--- config.mk ---
export PLATFORM = sky130hd
export DESIGN_NAME = pwm_dual_slope
export DESIGN_NICKNAME = d
export VERILOG_FILES = /design/src/rtl/pwm_pkg.sv /design/src/rtl/pwm_ctrl.sv /design/src/rtl/pwm_datapath.sv /design/src/rtl/pwm_dual_slope.sv
export SDC_FILE = /design/constraint.sdc
export NUM_CORES = 1
export LEC_CHECK = 0
export CORE_MARGIN = 1
export CORE_UTILIZATION = 25
export DETAILED_ROUTE_END_ITERATION = 7
export GPL_TIMING_DRIVEN = 0
export PLACE_DENSITY = 0.44
export RECOVER_POWER = 50
export SLEW_MARGIN = 20
export SYNTH_ARGS = -nofsm -noshare
export SYNTH_HDL_FRONTEND = slang
export SYNTH_SLANG_ARGS = --single-unit
--- constraint.sdc ---
create_clock -name clk -period 7.25 [get_ports clk]
set_input_delay 0.725 -clock clk [delete_from_list [all_inputs] [get_ports clk]]
set_output_delay 0.725 -clock clk [all_outputs]
set_load 0.005 [all_outputs]
--- src/rtl/pwm_pkg.sv ---
package pwm_pkg;

  // Strobes passed from the counter control to the compare datapath.
  typedef struct packed {
    logic adv;      // counter steps this cycle
    logic hitTop;   // the step arrives at the ceiling
    logic hitZero;  // the step arrives at zero
    logic dirNext;  // direction after this step, 1 = upward
  } pwmStrobe_t;

  localparam int unsigned MIN_TOP_VAL = 3;

endpackage

--- src/rtl/pwm_ctrl.sv ---
module pwm_ctrl
  import pwm_pkg::*;
#(
  parameter int unsigned CNT_W     = 16,
  parameter int unsigned BASE_BITS = 8,
  parameter int unsigned SEL_W     = 2
) (
  input  logic             clk,
  input  logic             rstN,
  input  logic             tick,
  input  logic [SEL_W-1:0] topSel,
  input  logic [CNT_W-1:0] topReg,
  output logic [CNT_W-1:0] cnt,
  output logic [CNT_W-1:0] cntNext,
  output logic [CNT_W-1:0] curTop,
  output logic             dirUp,
  output logic             ovf,
  output pwmStrobe_t       strobe
);

  localparam logic [SEL_W-1:0] SEL_REG = {SEL_W{1'b1}};
  localparam logic [CNT_W-1:0] ONE     = CNT_W'(1);

  logic dirNext;

  // Ceiling selection: fixed all-ones widths or the ceiling register.
  always_comb begin
    if (topSel == SEL_REG) begin
      curTop = topReg;
    end else begin
      curTop = (ONE << (BASE_BITS + 32'(topSel))) - ONE;
    end
  end

  // Next count and direction.
  always_comb begin
    cntNext = cnt;
    dirNext = dirUp;
    if (tick) begin
      if (dirUp) begin
        if (cnt >= curTop) begin
          cntNext = cnt - ONE;
          dirNext = 1'b0;
        end else begin
          cntNext = cnt + ONE;
          if (cnt + ONE == curTop) begin
            dirNext = 1'b0;
          end
        end
      end else begin
        cntNext = cnt - ONE;
        if (cnt == ONE) begin
          dirNext = 1'b1;
        end
      end
    end
  end

  always_comb begin
    strobe.adv     = tick;
    strobe.hitTop  = tick && (cntNext == curTop);
    strobe.hitZero = tick && (cntNext == '0);
    strobe.dirNext = dirNext;
  end

  always_ff @(posedge clk or negedge rstN) begin
    if (!rstN) begin
      cnt   <= '0;
      dirUp <= 1'b1;
      ovf   <= 1'b0;
    end else begin
      cnt   <= cntNext;
      dirUp <= dirNext;
      ovf   <= strobe.hitZero;
    end
  end

endmodule

--- src/rtl/pwm_datapath.sv ---
module pwm_datapath
  import pwm_pkg::*;
#(
  parameter int unsigned CNT_W  = 16,
  parameter int unsigned N_CH   = 2,
  parameter int unsigned ADDR_W = 2,
  parameter logic [CNT_W-1:0] TOP_RST = CNT_W'(255)
) (
  input  logic              clk,
  input  logic              rstN,
  input  logic              wrEn,
  input  logic [ADDR_W-1:0] wrAddr,
  input  logic [CNT_W-1:0]  wrData,
  input  logic [N_CH-1:0]   polInv,
  input  logic [CNT_W-1:0]  cntNext,
  input  pwmStrobe_t        strobe,
  output logic [CNT_W-1:0]  topReg,
  output logic [N_CH-1:0]   outRaw,
  output logic [N_CH-1:0]   pwmOut
);

  localparam logic [ADDR_W-1:0] TOP_ADDR = ADDR_W'(N_CH);
  localparam logic [CNT_W-1:0]  MIN_TOP  = CNT_W'(MIN_TOP_VAL);

  // Ceiling register, clamped to the minimum on write.
  always_ff @(posedge clk or negedge rstN) begin
    if (!rstN) begin
      topReg <= TOP_RST;
    end else if (wrEn && (wrAddr == TOP_ADDR)) begin
      topReg <= (wrData < MIN_TOP) ? MIN_TOP : wrData;
    end
  end

  for (genvar g = 0; g < N_CH; g++) begin : gCh
    logic [CNT_W-1:0] cmpBuf;
    logic [CNT_W-1:0] cmpAct;
    logic [CNT_W-1:0] cmpEff;
    logic             match;

    // The value that goes live on this tick already governs its compare.
    assign cmpEff = strobe.hitTop ? cmpBuf : cmpAct;
    assign match  = strobe.adv && (cntNext == cmpEff);

    always_ff @(posedge clk or negedge rstN) begin
      if (!rstN) begin
        cmpBuf <= '0;
      end else if (wrEn && (wrAddr == ADDR_W'(g))) begin
        cmpBuf <= wrData;
      end
    end

    always_ff @(posedge clk or negedge rstN) begin
      if (!rstN) begin
        cmpAct <= '0;
      end else if (strobe.hitTop) begin
        cmpAct <= cmpBuf;
      end
    end

    always_ff @(posedge clk or negedge rstN) begin
      if (!rstN) begin
        outRaw[g] <= 1'b0;
      end else if (match) begin
        outRaw[g] <= !strobe.dirNext;
      end
    end

    assign pwmOut[g] = outRaw[g] ^ polInv[g];
  end

endmodule

--- src/rtl/pwm_dual_slope.sv ---
module pwm_dual_slope
  import pwm_pkg::*;
#(
  parameter int unsigned CNT_W     = 16,
  parameter int unsigned N_CH      = 2,
  parameter int unsigned BASE_BITS = 8,
  parameter int unsigned SEL_W     = 2,
  parameter int unsigned ADDR_W    = $clog2(N_CH + 1)
) (
  input  logic              clk,
  input  logic              rstN,
  input  logic              tick,
  input  logic [SEL_W-1:0]  topSel,
  input  logic              wrEn,
  input  logic [ADDR_W-1:0] wrAddr,
  input  logic [CNT_W-1:0]  wrData,
  input  logic [N_CH-1:0]   polInv,
  output logic [N_CH-1:0]   pwmOut,
  output logic [CNT_W-1:0]  cnt,
  output logic              dirUp,
  output logic              ovf
);

  localparam logic [CNT_W-1:0] TOP_RST = (CNT_W'(1) << BASE_BITS) - CNT_W'(1);

  pwmStrobe_t       strobe;
  logic [CNT_W-1:0] cntNext;
  logic [CNT_W-1:0] curTop;
  logic [CNT_W-1:0] topReg;
  logic [N_CH-1:0]  outRaw;

  pwm_ctrl #(
    .CNT_W    (CNT_W),
    .BASE_BITS(BASE_BITS),
    .SEL_W    (SEL_W)
  ) u_ctrl (
    .clk    (clk),
    .rstN   (rstN),
    .tick   (tick),
    .topSel (topSel),
    .topReg (topReg),
    .cnt    (cnt),
    .cntNext(cntNext),
    .curTop (curTop),
    .dirUp  (dirUp),
    .ovf    (ovf),
    .strobe (strobe)
  );

  pwm_datapath #(
    .CNT_W  (CNT_W),
    .N_CH   (N_CH),
    .ADDR_W (ADDR_W),
    .TOP_RST(TOP_RST)
  ) u_dp (
    .clk    (clk),
    .rstN   (rstN),
    .wrEn   (wrEn),
    .wrAddr (wrAddr),
    .wrData (wrData),
    .polInv (polInv),
    .cntNext(cntNext),
    .strobe (strobe),
    .topReg (topReg),
    .outRaw (outRaw),
    .pwmOut (pwmOut)
  );

endmodule

# --- Word level (Yosys, flattened, before mapping) ---
# Cells that the tools add are included.
totals:
  reg_bits: 100
  in_bits: 26
  elab_cells: 49
classes:
  n_shift: 1
  n_mux: 12
  order_cmp: 2
  n_addsub: 4
  reduce_logical: 10
  n_eq_ne: 8
  n_bitwise: 2
ops:
  columns: ["operator", "n"]
  rows:
  - ["16-bit 2-to-1 mux", 7]
  - ["16-bit equality test", 4]
  - ["1-bit by 32-bit << shifter with 16-bit output, first input constant", 1]
  - ["16-bit by 1-bit subtractor with 16-bit output, second input constant", 2]
  - ["16-bit by 1-bit adder with 16-bit output, second input constant", 1]
  - ["16-bit by 1-bit equality test with 1-bit output, second input constant", 1]
  - ["16-bit greater-or-equal comparator", 1]
  - ["16-bit zero test", 1]
  - ["16-bit by 2-bit < comparator with 1-bit output, second input constant", 1]
  - ["1-bit logical AND", 7]
  - ["4-bit by 2-bit adder with 5-bit output, first input constant", 1]
  - ["1-bit 2-to-1 mux", 5]
  - ["2-bit equality test, second input constant", 2]
  - ["2-bit by 1-bit equality test with 1-bit output, second input constant", 1]
  - ["2-bit zero test", 1]
  - ["1-bit bitwise XOR", 2]
  - ["1-bit zero test", 1]

# --- Logic depth before layout (Yosys ltp) ---
logic_depth:
  depth_word: 13
  ltp_mapped: 26
  mapped_depth_nobuf: 20

# --- Modules after synthesis ---
# From an unflattened synthesis, not the netlist that was laid out.
hier_totals:
  cells_unflattened: 575
  area_unflattened_um2: 6177.2
by_module_without_submodules:
  columns: ["module", "instances", "area_per_inst_um2", "seq_area_each_um2", "cells_each"]
  rows:
  - ["pwm_datapath", 1, 3632.2, 2062.0, 260]
  - ["pwm_ctrl", 1, 2544.9, 451.7, 315]

# --- Worst setup path before layout ---
# No wires, ideal clock.
synth_path:
  path_type: "input to register"
  start: "input port topSel[1]"
  end: "register u_dp.outRaw[0]"
  path_stages: 21
  arrival_ps: 6157
  setup_time_ps: 128
  path_slack_ps: 966
  n_path_buf: 2
  path_cell_list: "clkbuf_1 > nor2_1 > inv_1 > ha_1 > nor2b_1 > a21oi_1 > ha_1 > o21ai_0 > nor2_1 > or2_0 > clkbuf_1 > or4_1 > nand3_1 > or4b_1 > or4_4 > nor3_4 > mux2_2 > xor2_1 > or4b_1 > a2111oi_2 > mux2_1"
synth_between:
  elab_chain_len: 13
  elab_cells_between_ends: 20
synth_lines:
  columns: ["element", "line", "rtl"]
  rows:
  - ["start: declaration", "pwm_dual_slope.sv:13", "input logic [SEL_W-1:0] topSel,"]
  - ["4-bit by 2-bit adder with 5-bit output", "pwm_ctrl.sv:31", "curTop = (ONE << (BASE_BITS + 32'(topSel))) - ONE;"]
  - ["1-bit by 32-bit << shifter with 16-bit output", "pwm_ctrl.sv:31", null]
  - ["16-bit by 1-bit subtractor with 16-bit output", "pwm_ctrl.sv:31", null]
  - ["16-bit 2-to-1 mux (*)", "pwm_ctrl.sv:28", "if (topSel == SEL_REG) begin"]
  - ["16-bit greater-or-equal comparator", "pwm_ctrl.sv:41", "if (cnt >= curTop) begin"]
  - ["16-bit 2-to-1 mux", "pwm_ctrl.sv:41", null]
  - ["16-bit 2-to-1 mux", "pwm_ctrl.sv:40", "if (dirUp) begin"]
  - ["16-bit 2-to-1 mux", "pwm_ctrl.sv:39", "if (tick) begin"]
  - ["16-bit equality test (*)", "pwm_ctrl.sv:61", "strobe.hitTop = tick && (cntNext == curTop);"]
  - ["1-bit logical AND (*)", "pwm_ctrl.sv:61", null]
  - ["16-bit 2-to-1 mux (*)", "pwm_datapath.sv:41", "assign cmpEff = strobe.hitTop ? cmpBuf : cmpAct;"]
  - ["named net u_dp.gCh[0].cmpEff[0]", "pwm_datapath.sv:37", "logic [CNT_W-1:0] cmpEff;"]
  - ["16-bit equality test (*)", "pwm_datapath.sv:42", "assign match = strobe.adv && (cntNext == cmpEff);"]
  - ["1-bit logical AND (*)", "pwm_datapath.sv:42", null]
  - ["end signal: indexed assignment", "pwm_datapath.sv:64", "outRaw[g] <= !strobe.dirNext;"]
  - ["end: declaration", "pwm_datapath.sv:18", "output logic [N_CH-1:0] outRaw,"]
# The timed path passes the listed nets; every way through them passes the cells marked *.
# A chain may end at the register's enable or synchronous reset.

# --- Final worst setup path ---
layout_path:
  start: "input port topSel[1]"
  end: "register u_dp.outRaw[0]"
layout_between:
  elab_chain_len: 13
  elab_cells_between_ends: 20
layout_lines:
  columns: ["element", "line", "rtl"]
  rows:
  - ["4-bit by 2-bit adder with 5-bit output", "pwm_ctrl.sv:31", null]
  - ["1-bit by 32-bit << shifter with 16-bit output", "pwm_ctrl.sv:31", null]
  - ["16-bit by 1-bit subtractor with 16-bit output", "pwm_ctrl.sv:31", null]
  - ["16-bit 2-to-1 mux (*)", "pwm_ctrl.sv:28", null]
  - ["16-bit greater-or-equal comparator (*)", "pwm_ctrl.sv:41", null]
  - ["16-bit 2-to-1 mux (*)", "pwm_ctrl.sv:41", null]
  - ["16-bit 2-to-1 mux (*)", "pwm_ctrl.sv:40", null]
  - ["16-bit 2-to-1 mux (*)", "pwm_ctrl.sv:39", null]
  - ["named net cntNext[11]", "pwm_dual_slope.sv:27", "logic [CNT_W-1:0] cntNext;"]
  - ["16-bit equality test (*)", "pwm_ctrl.sv:61", null]
  - ["1-bit logical AND (*)", "pwm_ctrl.sv:61", null]
  - ["16-bit 2-to-1 mux (*)", "pwm_datapath.sv:41", null]
  - ["named net u_dp.gCh[0].cmpEff[11]", "pwm_datapath.sv:37", null]
  - ["16-bit equality test (*)", "pwm_datapath.sv:42", null]
  - ["1-bit logical AND (*)", "pwm_datapath.sv:42", null]
# Marks and branches as above.

==> run summary <==
Dividing the detail-routed wire length by the instance count gives 22.0 um. For this run, the detailed router's first-pass iteration total came to 5. In this run, synthesis produced a sequential element count of 100. Yosys instantiated no cell more often than sky130_fd_sc_hd__dfrtp_1. For this block, the via count after detailed routing is 6223. The global routing usage on met3 came out at 0.0244.

Yosys mapped a number of flops with a built-in enable equal to 0. The initial utilization of the core area, before any placement, comes to 0.254. The H-tree depth came out at 3. The I/O pin count is 46.

The count of warnings emitted by yosys is 0. For this run, global-route usage on met2 was measured as 0.303. The layout net count came out at 851. The number of maximum-capacitance constraint violations came out at 1. Once layout is complete, the cells apart from fillers number about 1200.

The worst setup slack after layout came out at about 0.24 ns. Clock skew on the completed layout was measured at 0.0104 ns. The fraction of registers with async set/reset came out at 1.00. The maximum buffer depth of the clock tree came out at 2. TritonCTS built the clock tree.

The nature of the critical path startpoint is a primary input. The startpoint identified for the worst hold timing path is u_dp.topReg[3]. The instance count of the mapped netlist is 740.

The hold buffer count at CTS is 0. The commonest cells after synthesis are sky130_fd_sc_hd__dfrtp_1, sky130_fd_sc_hd__nand2_1, sky130_fd_sc_hd__mux2_2. Across the VDD grid, the largest voltage drop is 0.000124 V. Using the TritonRoute via totals, the vias-per-cell ratio works out to 5.24. The post-synth design cell area is 7040 um2. The signed area change from the synthesized netlist to the final layout is 21.1%. The placer's final routability congestion estimate came out at 0.958. The overall routed net length is 26.2 mm. Sorting the synthesized cells by area gives the leading types as sky130_fd_sc_hd__dfrtp_1, sky130_fd_sc_hd__mux2_2, sky130_fd_sc_hd__xnor2_1.

The number of slew-limit violations in the final report is 77. The initial DRC count came out at ~460. The floorplan row count came out at 61. The global-route wire length before repair is roughly 39 mm. The total DRC errors in the routed layout came out at 0.

The clock insertion delay at the later pin of the skew report is roughly 0.36 ns. The placeable core area came out at 27700 um2. The fraction of the mapped netlist area in compound gates is 0.133. The standby leakage power is 3.47 nW. The via count of the first global-routing pass came out at 6081.

The vertical die dimension is 170 um. At the placement stage, the worst setup path has a slack of -1.90 ns. A synthesized cell averages 9.51 um2. The type of the worst setup path is primary input to flop. The floorplan die area is 28800 um2. For this run, global-route usage on met1 was measured as 0.252. After synthesis, the largest family of logic cells by area is simple AND/OR/NAND/NOR gates. The total inserted antenna cells came out at 0.

STA classifies the critical path endpoint as a flop. The root buffer selected by CTS is sky130_fd_sc_hd__clkbuf_16. The chip width came out at approximately 170 um. The number of distinct library cell variants in the gate-level netlist after synthesis came out at 75. The required time at the endpoint of the critical path came out at 7.50 ns. The HPWL after detailed placement is 20.3 mm. The number of buffers created by CTS came out at 9. The fraction of post-synthesis cell area in the top cell type by area is 0.323.

The post-synthesis simple-gate area fraction came out at 0.220. The design draws around 2.6 mW. The remaining global-route overflow is 0. The power per unit of standard cell area came out at 309 nW/um2. Clock-pin slew was measured on the worst setup and hold paths at 0.08 ns. The flip-flop cell with the highest count after synthesis is sky130_fd_sc_hd__dfrtp_1.

Measured against its own limit, the worst slew margin works out to -1.72. The number of nets produced by synthesis came out at 786. In this run, placement finished with an instance count of 1164.

The worst register-to-register path begins at u_ctrl.cnt[0]. The achievable frequency is around 0.14 GHz. The mux share of post-synthesis cell area is 0.117. The number of clock sinks is 100. The number of port buffers is 44. Of all nets on the critical path, the largest fanout is 10. The adder-cell area share of the yosys netlist came out at 0.0355. The share of the clock period used by the worst path after layout came out at 0.967. The flow ran to the end, but the final reports show violations. The number of antenna violations at the first check in global routing came out at 1. Setup violations remaining at the end of the flow were counted as 0. The share of final-layout standard cells stronger than drive strength 1 came out at 0.198. The clock period minus final worst setup slack came out at 7.01 ns. The slew of the pin with the lowest slew margin came out at 4.08 ns. The worst hold path belongs to the class flop to flop. Summed over all instances, the cell type with the most area after synthesis is sky130_fd_sc_hd__dfrtp_1. The synthesized-area fraction occupied by xor and xnor cells came out at 0.0958. The maximum number of pins on one net before global-route repair came out at 77.

The final hold violation count came to 0. The sequential-to-total area share from yosys stat is 0.357. The checks that failed: max-capacitance violations, max-slew violations. The number of nets with antenna violations after routing is 0. For the worst setup path, the data arrival time is 7.26 ns.

In this run the worst setup path begins at topSel[1]. The global-route usage over all layers is 0.186. In this run the most used layer during global routing was met2.
state kept, by name, summed over array words and instances (netlist names):
register,cells
u_ctrl.ovf,1
u_dp.gCh.cmpAct,32
u_ctrl.cnt,16
u_dp.topReg,16
u_dp.outRaw,2
u_ctrl.dirUp,1
u_dp.gCh.cmpBuf,32
metal layers:
layer  up-vias  wire (um)
met4         0        771
met3        42       1410
met1      3111      11800
li1       2867          -
met5         -          0
met2       203      12200
per-stage QoR:
stage / hold WS (ns) / area, um2 / setup TNS [ns] / util
after floorplan: 0.429 / 7040 / 0 / -
after global placement: 0.450 / 7950 / -14.37 / 0.287
after detailed placement: 0.453 / 8000 / -11.99 / 0.289
after CTS: 0.216 / 8470 / 0 / 0.306
after global routing: 0.488 / 8520 / -0.00823 / 0.308
final: 0.465 / 8520 / 0 / 0.308
path summary, 6_finish.rpt:
check,to,slack [ns],cells past startpoint
worst max-delay path,u_dp.outRaw[0],0.24,20
worst min-delay path,u_dp.topReg[3],0.46,2
worst max register to register,u_dp.outRaw[0],1.03,17
worst min register to register,u_dp.topReg[3],0.46,2
max in group asynchronous,u_dp.gCh[1].cmpBuf[0],2.03,2
min in group asynchronous,u_dp.gCh[1].cmpBuf[13],0.68,1
cell families after synthesis:
logic type	count (synthesis)
XOR/XNOR	77
AND/OR/NAND/NOR	271
multiplexers	74
flip-flops	100
buffers and inverters	69
AO/OA/AOI/OAI	129
adder cells (fa/ha/maj)	20
critical path, stage by stage:
cell and delay (ns):
sky130_fd_sc_hd__clkdlybuf4s50_1 0.48, sky130_fd_sc_hd__buf_2 0.23, sky130_fd_sc_hd__nand2_2 0.21, sky130_fd_sc_hd__nor2_2 0.30, sky130_fd_sc_hd__ha_1 0.30, sky130_fd_sc_hd__nor2b_1 0.14, sky130_fd_sc_hd__o211a_1 0.23, sky130_fd_sc_hd__o31ai_1 0.42
sky130_fd_sc_hd__clkbuf_2 0.36, sky130_fd_sc_hd__nand3_2 0.24, sky130_fd_sc_hd__buf_2 0.30, sky130_fd_sc_hd__a311o_2 0.52, sky130_fd_sc_hd__a2111o_1 0.57, sky130_fd_sc_hd__nor3_4 0.24, sky130_fd_sc_hd__buf_4 0.18, sky130_fd_sc_hd__mux2_2 0.36
sky130_fd_sc_hd__xor2_1 0.15, sky130_fd_sc_hd__or4b_4 0.57, sky130_fd_sc_hd__a2111oi_4 0.38, sky130_fd_sc_hd__mux2_1 0.35
power by group:
part	switching, mW	total, mW	leakage (nW)	internal (mW)
Sequential	0.0987	0.749	1.25	0.650
Combinational	0.833	1.34	2.06	0.508
Clock	0.260	0.541	0.160	0.281
Total	1.19	2.63	3.47	1.44
final cells by class:
cell class,count,area (um2)
buffer,41,210
clock buffer,9,225
clock inverter,7,103
fill,2938,19200
inverter,26,97.6
multi-input combinational,571,4380
sequential,100,2510
tap,378,473
timing repair buffer,56,518
timing repair:
item	in CTS	in global routing
pin swaps	4	5
buffers inserted	6	4
endpoints found under the setup margin	15	2
gates resized for setup	28	16
cell usage in the layout, fill, tap and decap left out, types with 8 or more instances in the layout:
master,netlist,layout
sky130_fd_sc_hd__dfrtp_1,91,91
sky130_fd_sc_hd__nand2_1,78,76
sky130_fd_sc_hd__mux2_2,62,62
sky130_fd_sc_hd__xnor2_1,48,48
sky130_fd_sc_hd__clkdlybuf4s50_1,0,42
sky130_fd_sc_hd__xor2_1,29,29
sky130_fd_sc_hd__nor2_1,30,27
sky130_fd_sc_hd__inv_1,26,26
sky130_fd_sc_hd__ha_1,20,20
sky130_fd_sc_hd__clkbuf_1,25,19
sky130_fd_sc_hd__nor4_1,20,19
sky130_fd_sc_hd__a21oi_1,21,19
sky130_fd_sc_hd__nand4_1,19,19
sky130_fd_sc_hd__o21ai_0,18,17
sky130_fd_sc_hd__nor3_1,16,15
sky130_fd_sc_hd__nand3_1,15,14
sky130_fd_sc_hd__buf_4,2,14
sky130_fd_sc_hd__or4_1,11,11
sky130_fd_sc_hd__buf_2,11,10
sky130_fd_sc_hd__a31oi_1,11,10
sky130_fd_sc_hd__o31ai_1,10,10
sky130_fd_sc_hd__nand2b_1,9,9
sky130_fd_sc_hd__clkbuf_16,0,9
sky130_fd_sc_hd__dfstp_2,9,9
sky130_fd_sc_hd__mux2i_1,10,8
sky130_fd_sc_hd__and2_1,9,8
Note: power is estimated with default switching activity, not from simulation.
